## src/rtl/gpio_edge_pkg.sv

```systemverilog
// Package: shared register indices and size helpers for the GPIO edge port.
// Assumes the register order below is the order of the address map.
package gpio_edge_pkg;

    // Register index within the map; each register spans several slices.
    typedef enum logic [2:0] {
        REG_DATA = 3'd0,
        REG_MODE = 3'd1,
        REG_EDGE = 3'd2,
        REG_PEND = 3'd3,
        REG_EN   = 3'd4
    } gpio_reg_e;

    localparam int NUM_REGS = 5;

    // Number of bus-width slices needed to hold all pins.
    function automatic int slices_for(input int pins, input int dw);
        return (pins + dw - 1) / dw;
    endfunction

    // Width of an index that selects one of n slices (at least one bit).
    function automatic int index_width(input int n);
        return (n > 1) ? $clog2(n) : 1;
    endfunction

endpackage

```

## src/rtl/gpio_edge_decode.sv

```systemverilog
// Address decoder: splits a byte address into register index and slice,
// and expands the write data of one slice to a pin-wide mask and value.
// Assumes ADDR_W-2 >= 3 and word addresses are 4 bytes apart.
module gpio_edge_decode
    import gpio_edge_pkg::*;
#(
    parameter int PIN_COUNT = 12,
    parameter int CSR_DW    = 8,
    parameter int ADDR_W    = 6,
    localparam int SLICES   = slices_for(PIN_COUNT, CSR_DW),
    localparam int SLICE_W  = index_width(SLICES)
) (
    input  logic [ADDR_W-1:0]    addr,
    input  logic [CSR_DW-1:0]    wdata,
    output logic                 hit_o,
    output gpio_reg_e            reg_o,
    output logic [SLICE_W-1:0]   slice_o,
    output logic [PIN_COUNT-1:0] wr_mask_o,
    output logic [PIN_COUNT-1:0] wr_bits_o
);
    localparam int WORD_W = ADDR_W - 2;
    localparam int FULL_W = SLICES * CSR_DW;

    logic [WORD_W-1:0] word;
    logic [WORD_W-1:0] reg_num;
    logic [WORD_W-1:0] slice_num;
    logic [FULL_W-1:0] mask_full;
    logic [FULL_W-1:0] bits_full;
    logic              unused_bits;

    // Word index split into register number and slice number.
    always_comb begin
        word      = addr[ADDR_W-1:2];
        reg_num   = word / WORD_W'(SLICES);
        slice_num = word % WORD_W'(SLICES);
    end

    assign hit_o       = (reg_num < WORD_W'(NUM_REGS));
    assign reg_o       = gpio_reg_e'(reg_num[2:0]);
    assign slice_o     = slice_num[SLICE_W-1:0];
    assign unused_bits = ^{addr[1:0], reg_num, slice_num};

    // Move the slice's data and ones-mask to its bit position in the pin vector.
    always_comb begin
        mask_full = FULL_W'({CSR_DW{1'b1}}) << (int'(slice_o) * CSR_DW);
        bits_full = FULL_W'(wdata) << (int'(slice_o) * CSR_DW);
    end

    assign wr_mask_o = PIN_COUNT'(mask_full);
    assign wr_bits_o = PIN_COUNT'(bits_full);

endmodule

```

## src/rtl/gpio_edge_sync.sv

```systemverilog
// Multi-flop synchronizer for asynchronous pin levels.
// Assumes STAGES >= 1; every stage resets to zero.
module gpio_edge_sync #(
    parameter int WIDTH  = 12,
    parameter int STAGES = 2
) (
    input  logic             clk,
    input  logic             rst_n,
    input  logic [WIDTH-1:0] d,
    output logic [WIDTH-1:0] q
);
    logic [WIDTH-1:0] stage_q [STAGES];

    for (genvar g = 0; g < STAGES; g++) begin : g_stage
        // Stage g: capture the previous stage (or the raw pins for stage 0).
        always_ff @(posedge clk) begin
            if (!rst_n) begin
                stage_q[g] <= '0;
            end else if (g == 0) begin
                stage_q[g] <= d;
            end else begin
                stage_q[g] <= stage_q[(g == 0) ? 0 : g-1];
            end
        end
    end

    assign q = stage_q[STAGES-1];

endmodule

```

## src/rtl/gpio_edge_events.sv

```systemverilog
// Event engine for an input port: holds mode, edge-select, pending and
// enable registers, detects per-pin edges on the synchronized levels and
// forms the interrupt. Assumes cur is already synchronous to clk.
module gpio_edge_events #(
    parameter int PIN_COUNT = 12
) (
    input  logic                 clk,
    input  logic                 rst_n,
    input  logic [PIN_COUNT-1:0] cur,
    input  logic [PIN_COUNT-1:0] wr_mask,
    input  logic [PIN_COUNT-1:0] wr_bits,
    input  logic                 wr_mode,
    input  logic                 wr_edge,
    input  logic                 wr_pend,
    input  logic                 wr_en,
    output logic [PIN_COUNT-1:0] mode_o,
    output logic [PIN_COUNT-1:0] edge_o,
    output logic [PIN_COUNT-1:0] pend_o,
    output logic [PIN_COUNT-1:0] en_o,
    output logic                 irq_o
);
    logic [PIN_COUNT-1:0] prev_q;
    logic [PIN_COUNT-1:0] mode_q;
    logic [PIN_COUNT-1:0] edge_q;
    logic [PIN_COUNT-1:0] pend_q;
    logic [PIN_COUNT-1:0] en_q;
    logic [PIN_COUNT-1:0] rise;
    logic [PIN_COUNT-1:0] fall;
    logic [PIN_COUNT-1:0] ev;
    logic [PIN_COUNT-1:0] clr;

    // Previous synchronized level, for edge comparison.
    always_ff @(posedge clk) begin
        if (!rst_n) prev_q <= '0;
        else        prev_q <= cur;
    end

    // Per-pin event select: any change, or the chosen single edge.
    always_comb begin
        rise = cur & ~prev_q;
        fall = ~cur & prev_q;
        for (int i = 0; i < PIN_COUNT; i++) begin
            if (mode_q[i])      ev[i] = rise[i] | fall[i];
            else if (edge_q[i]) ev[i] = fall[i];
            else                ev[i] = rise[i];
        end
    end

    // Bits to clear this cycle from a write-one-to-clear access.
    assign clr = wr_pend ? (wr_mask & wr_bits) : '0;

    // Configuration registers: masked update of the addressed slice.
    always_ff @(posedge clk) begin
        if (!rst_n) begin
            mode_q <= '0;
            edge_q <= '0;
            en_q   <= '0;
        end else begin
            if (wr_mode) mode_q <= (mode_q & ~wr_mask) | (wr_bits & wr_mask);
            if (wr_edge) edge_q <= (edge_q & ~wr_mask) | (wr_bits & wr_mask);
            if (wr_en)   en_q   <= (en_q & ~wr_mask) | (wr_bits & wr_mask);
        end
    end

    // Pending register: a new event outranks a clear of the same bit.
    always_ff @(posedge clk) begin
        if (!rst_n) pend_q <= '0;
        else        pend_q <= (pend_q & ~clr) | ev;
    end

    assign irq_o  = |(pend_q & en_q);
    assign mode_o = mode_q;
    assign edge_o = edge_q;
    assign pend_o = pend_q;
    assign en_o   = en_q;


    ev_latch_chk: assert property (@(posedge clk) disable iff (!rst_n)
        (ev != '0) |=> ((pend_q & $past(ev)) == $past(ev)));


    pend_keep_chk: assert property (@(posedge clk) disable iff (!rst_n)
        1'b1 |=> ((($past(pend_q) & ~$past(clr)) & ~pend_q) == '0));


    rise_only_chk: assert property (@(posedge clk) disable iff (!rst_n)
        ((ev & ~mode_q & ~edge_q & ~cur) == '0));


    irq_needs_pend_chk: assert property (@(posedge clk) disable iff (!rst_n)
        (pend_q == '0) |-> !irq_o);

endmodule

```

## src/rtl/gpio_edge_port.sv

```systemverilog
// Top of the GPIO edge port. IS_OUTPUT selects at build time between an
// output port (data register to pins) and an input port (synchronizer,
// edge events, interrupt). Read data is registered one cycle after the
// address. Assumes PIN_COUNT fits in the slices the map reserves.
module gpio_edge_port
    import gpio_edge_pkg::*;
#(
    parameter int PIN_COUNT   = 12,
    parameter int CSR_DW      = 8,
    parameter int ADDR_W      = 6,
    parameter int SYNC_STAGES = 2,
    parameter bit IS_OUTPUT   = 1'b0
) (
    input  logic                 clk,
    input  logic                 rst_n,
    input  logic [ADDR_W-1:0]    csr_addr,
    input  logic                 csr_we,
    input  logic [CSR_DW-1:0]    csr_wdata,
    output logic [CSR_DW-1:0]    csr_rdata,
    output logic                 irq,
    input  logic [PIN_COUNT-1:0] pins_in,
    output logic [PIN_COUNT-1:0] pins_out
);
    localparam int SLICES  = slices_for(PIN_COUNT, CSR_DW);
    localparam int SLICE_W = index_width(SLICES);
    localparam int FULL_W  = SLICES * CSR_DW;

    logic                 hit;
    gpio_reg_e            reg_sel;
    logic [SLICE_W-1:0]   slice_sel;
    logic [PIN_COUNT-1:0] wr_mask;
    logic [PIN_COUNT-1:0] wr_bits;
    logic [PIN_COUNT-1:0] rd_val;
    logic [FULL_W-1:0]    rd_full;
    logic [CSR_DW-1:0]    rd_next;

    gpio_edge_decode #(
        .PIN_COUNT (PIN_COUNT),
        .CSR_DW    (CSR_DW),
        .ADDR_W    (ADDR_W)
    ) u_decode (
        .addr      (csr_addr),
        .wdata     (csr_wdata),
        .hit_o     (hit),
        .reg_o     (reg_sel),
        .slice_o   (slice_sel),
        .wr_mask_o (wr_mask),
        .wr_bits_o (wr_bits)
    );

    if (IS_OUTPUT) begin : g_out
        logic [PIN_COUNT-1:0] dout_q;
        logic                 wr_data;
        logic [PIN_COUNT-1:0] unused_pins;

        assign wr_data     = csr_we && hit && (reg_sel == REG_DATA);
        assign unused_pins = pins_in;

        // Output data register: masked update of the addressed slice.
        always_ff @(posedge clk) begin
            if (!rst_n)       dout_q <= '0;
            else if (wr_data) dout_q <= (dout_q & ~wr_mask) | (wr_bits & wr_mask);
        end

        // Read source: only the data register exists in this variant.
        always_comb begin
            rd_val = (hit && reg_sel == REG_DATA) ? dout_q : '0;
        end

        assign pins_out = dout_q;
        assign irq      = 1'b0;


        dout_hold_chk: assert property (@(posedge clk) disable iff (!rst_n)
            !wr_data |=> $stable(pins_out));

    end else begin : g_in
        logic [PIN_COUNT-1:0] pins_sync;
        logic [PIN_COUNT-1:0] mode_v;
        logic [PIN_COUNT-1:0] edge_v;
        logic [PIN_COUNT-1:0] pend_v;
        logic [PIN_COUNT-1:0] en_v;
        logic                 wr_ok;

        assign wr_ok = csr_we && hit;

        gpio_edge_sync #(
            .WIDTH  (PIN_COUNT),
            .STAGES (SYNC_STAGES)
        ) u_sync (
            .clk   (clk),
            .rst_n (rst_n),
            .d     (pins_in),
            .q     (pins_sync)
        );

        gpio_edge_events #(
            .PIN_COUNT (PIN_COUNT)
        ) u_events (
            .clk     (clk),
            .rst_n   (rst_n),
            .cur     (pins_sync),
            .wr_mask (wr_mask),
            .wr_bits (wr_bits),
            .wr_mode (wr_ok && reg_sel == REG_MODE),
            .wr_edge (wr_ok && reg_sel == REG_EDGE),
            .wr_pend (wr_ok && reg_sel == REG_PEND),
            .wr_en   (wr_ok && reg_sel == REG_EN),
            .mode_o  (mode_v),
            .edge_o  (edge_v),
            .pend_o  (pend_v),
            .en_o    (en_v),
            .irq_o   (irq)
        );

        // Read source selection among the five input-port registers.
        always_comb begin
            rd_val = '0;
            if (hit) begin
                case (reg_sel)
                    REG_DATA: rd_val = pins_sync;
                    REG_MODE: rd_val = mode_v;
                    REG_EDGE: rd_val = edge_v;
                    REG_PEND: rd_val = pend_v;
                    REG_EN:   rd_val = en_v;
                    default:  rd_val = '0;
                endcase
            end
        end

        assign pins_out = '0;
    end

    // Pick the addressed slice out of the zero-extended register value.
    always_comb begin
        rd_full = FULL_W'(rd_val) >> (int'(slice_sel) * CSR_DW);
        rd_next = CSR_DW'(rd_full);
    end

    // Registered read data.
    always_ff @(posedge clk) begin
        if (!rst_n) csr_rdata <= '0;
        else        csr_rdata <= rd_next;
    end


    rdata_reset_chk: assert property (@(posedge clk)
        !rst_n |=> (csr_rdata == '0));

endmodule

```

## config.mk

```make
export PLATFORM = sky130hd
export DESIGN_NAME = gpio_edge_port
export DESIGN_NICKNAME = d
export VERILOG_FILES = /design/src/rtl/gpio_edge_pkg.sv /design/src/rtl/gpio_edge_decode.sv /design/src/rtl/gpio_edge_sync.sv /design/src/rtl/gpio_edge_events.sv /design/src/rtl/gpio_edge_port.sv
export SDC_FILE = /design/constraint.sdc
export NUM_CORES = 1
export LEC_CHECK = 0
export BUFFER_PORTS_ARGS = -buffer_cell sky130_fd_sc_hd__buf_2
export CELL_PAD_IN_SITES_DETAIL_PLACEMENT = 0
export CELL_PAD_IN_SITES_GLOBAL_PLACEMENT = 1
export CORE_ASPECT_RATIO = 0.75
export CORE_MARGIN = 3
export CORE_UTILIZATION = 49
export DETAILED_ROUTE_END_ITERATION = 10
export PLACE_DENSITY_LB_ADDON = 0.1
export SYNTH_ARGS = -nofsm -noshare
export SYNTH_HDL_FRONTEND = slang
export SYNTH_SLANG_ARGS = --single-unit
```

## constraint.sdc

```tcl
create_clock -name clk -period 4.08 [get_ports clk]
set_clock_uncertainty 0.2 [all_clocks]
set_input_delay 0.204 -clock clk [delete_from_list [all_inputs] [get_ports clk]]
set_output_delay 0.204 -clock clk [all_outputs]
set_load 0.02 [all_outputs]
```

==> metrics.cfg <==
[outcome]
outcome = finished clean

[synth]
ys.warnings.count = 0
syn-instance-count = 433
synth_compound_area_share_pct = 15.58
synth_top_family_by_area = simple AND/OR/NAND/NOR gates
yosysSeqAreaShare_pct = 42.00
synth_mux_area_share_pct = 11.18
synthXorXnorAreaFrac_pct = 0
synth.avg_cell_area_um2 = 10.13
synthesis.area_um2 = 4385
ys_ff_latch = 92
synthTopCellsByArea = dfxtp_1 42%, mux2i_1 9.1%, nor2b_1 7.3%, ha_1 6.8%, and2_1 5.1%
synth.largest_area_cell = dfxtp_1
yosys.area.top_type_share_pct = 42.00
yosys.cell_types.count = 38
synthSimpleGateAreaFrac_pct = 17.15
yosys.area_share.adder_pct = 6.847

[route]
antenna_left = 0
wl_per_cell_um = 15.78
routed_via_density = 5.305
drt_iter0_markers = 172
drtPass1Iterations = 5
drc = 0
routed_wl_mm = 9.218
dr_total_vias = 3098

[die]
start_util_pct = 51.00
die_area_um2 = 10130
core_um2 = 8600
die_x_um = 115.2
fp-row-count = 29
io_pins = 50
die-height_um = 87.93

[cts]
cts_resized = 0
cts_made_buffers = 9
cts_num_sinks = 92
clk_latency_ps = 340
hold_buffers = 16
cts_tree = built
cts.clk_slew.worst_paths_ps = 60
cts_buffer_depth = 2
ctsHtreeMaxLevel = 3
cts_root_buffer = clkbuf_16
cts_setup_buffers = 0

[sta]
finalSetupTns_ps = 0
rsz0062_at_grt = false
hold_viol = 0
fmax_ghz = 0.4574
finalCriticalPeriod_ps = 2186
setup_viol = 0
worst_pin_slew_ps = 1053
max_slew_margin_pct = 29.62
fin_crit_sh_pct = 53.59
slew_viol_final = 0

[power_and_ir_drop]
p_leak_nw = 2.058
p_switching_w = 0.0004445
p_sw_share_pct = 21.92
power_frac_clock_pct = 45.4
p_int_w = 0.001583
power_density_nw_per_um2 = 404.0
seq_power_share_pct = 46.6
vdd_drop_max_v = 0.0003734
combPwrFrac_pct = 8.0

[global_route]
grt_max_degree = 45
grt_pass1_vias = 2841
grt_usage_pct = 19.32
grt-ovfl-total = 0
antenna_found_initial = 0
grt_pass1_wl_mm = 15.04

[layout]
final_layout_size_suffix_gt1_share_pct = 13.24
most-common-layout-cells = 92 x dfxtp_1, 51 x nor2b_1, 40 x mux2i_1
final_core_util_pct = 58.34
num_antenna_cells = 0
layout_commonest_cell = dfxtp_1
fillers = 779
areaGrowthSynthToFinish_pct = 14.41
nets = 524

[min_path]
whs_path_depth = 3
min-delay-start = csr_wdata[1]
hold_path_class = in -> reg

[setup_path]
required_ps = 4160
max_stage_delay_ps = 910
critPathSlowestCell = nor2b_1
r2r_setup_slack_ps = 2510
rr_endpoint = csr_rdata[0]$_SDFF_PN0_
critPathCaptureType = flip-flop
critPathLaunchType = input port
path_max_fanout = 25
r2r_cells = 4
r2r-start = g_in.u_events.pend_o[0]$_SDFF_PN0_
crit_chain = buf_2 -> nor2b_1 -> a22oi_1 -> o22ai_1 -> a22o_1
path_class = in -> reg
critical_path_arrival_ps = 2270

[placed_design]
hpwlAfterDp_mm = 6.125
gp_congestion = 0.8050
numPortBuffers = 35

[flow_run]
max_cap_viol_count = 0

==> critical path, delay by kind of cell <==
kind	cells	cell delay [ps]
buffers and inverters	1	560
AO/OA/AOI/OAI	3	580
AND/OR/NAND/NOR	1	910
==> layout make-up <==
cell class,instances,area [um2],share of cell area [%]
Inverter,24,90.09,1.796
Clock inverter,4,70.07,1.397
Tap cell,108,135.1,2.693
Timing Repair Buffer,52,342.8,6.833
Multi-Input combinational cell,292,2271,45.26
Sequential cell,92,1842,36.71
Clock buffer,12,266.5,5.312
==> synthesized netlist by cell type <==
master and count:
nor2b_1 51, conb_1 1, nor3b_2 1, o22ai_1 8, a32oi_1 4, clkbuf_1 13, a2bb2oi_1 4, a221oi_1 3
ha_1 24, nor4b_4 1, and2_1 36, nor2_1 8, a22o_1 7, a21boi_0 12, nand3_1 2, and3_1 1
nand2_1 2, mux2_2 5, or3b_1 1, nand4b_1 1, a22oi_1 12, o21a_1 16, o21ai_0 1, buf_2 5
a21oi_1 16, dfxtp_1 92, nor3b_4 1, or2_2 1, mux2i_1 40, nand3b_4 1, and3b_1 1, a211oi_1 12
buf_6 4, mux2_1 3, inv_1 24, nor3_4 1, buf_4 14, nor3b_1 4
==> how the worst max path moves through the flow <==
stage	startpoint	endpoint	slack, ps	cells past startpoint
3_3_place_gp	csr_addr[3]	csr_rdata[3]$_SDFF_PN0_	1550	5
5_1_grt	csr_addr[3]	csr_rdata[3]$_SDFF_PN0_	1760	5
4_1_cts	csr_addr[3]	csr_rdata[3]$_SDFF_PN0_	1960	5
3_5_place_dp	csr_addr[3]	csr_rdata[3]$_SDFF_PN0_	1590	5
6_report	csr_addr[3]	csr_rdata[3]$_SDFF_PN0_	1890	5
2_1_floorplan	csr_addr[3]	csr_rdata[1]$_SDFF_PN0_	2550	6
==> power groups by stage <==
| stage | Combinational [W] | Sequential, W | Clock, W |
|---|---|---|---|
| finish | 0.000162 | 0.000944 | 0.000921 |
| global route | 0.000180 | 0.000947 | 0.000982 |
| floorplan | 0.000121 | 0.000958 | 0 |
| detailed placement | 0.000150 | 0.000964 | 0 |
| global placement | 0.000148 | 0.000963 | 0 |
| CTS | 0.000162 | 0.000944 | 0.000946 |
==> layer usage <==
metal	global-route usage, %	routed length, um	vias to the layer above
met5	0	0	-
met4	5.650	106	0
met3	4.351	459	12
met2	26.73	3719	79
met1	29.69	4931	1449
li1	-	-	1558
==> logic make-up (layout without fill, tap and decap cells) <==
logic type,count (synthesis),in the layout
simple gates,113,113
flops,92,92
compound gates,95,95
fa+ha+maj,24,24
mux,48,48
other cells,1,12
buf+inv,60,92
==> through the flow <==
stage | std cells | hold slack (ps) | area [um2] | total power [W] | worst slack (ps)
after global routing | 584 | 61.94 | 5017 | 0.002108 | 1765
final | 584 | 48.44 | 5017 | 0.002027 | 1894
after global placement | 552 | 209.0 | 4521 | 0.001111 | 1552
after floorplan | 444 | 131.3 | 4427 | 0.001080 | 2553
after detailed placement | 552 | 212.5 | 4521 | 0.001114 | 1591
after CTS | 584 | 35.21 | 5017 | 0.002052 | 1958
No activity file was read; power rests on OpenSTA's default activity.
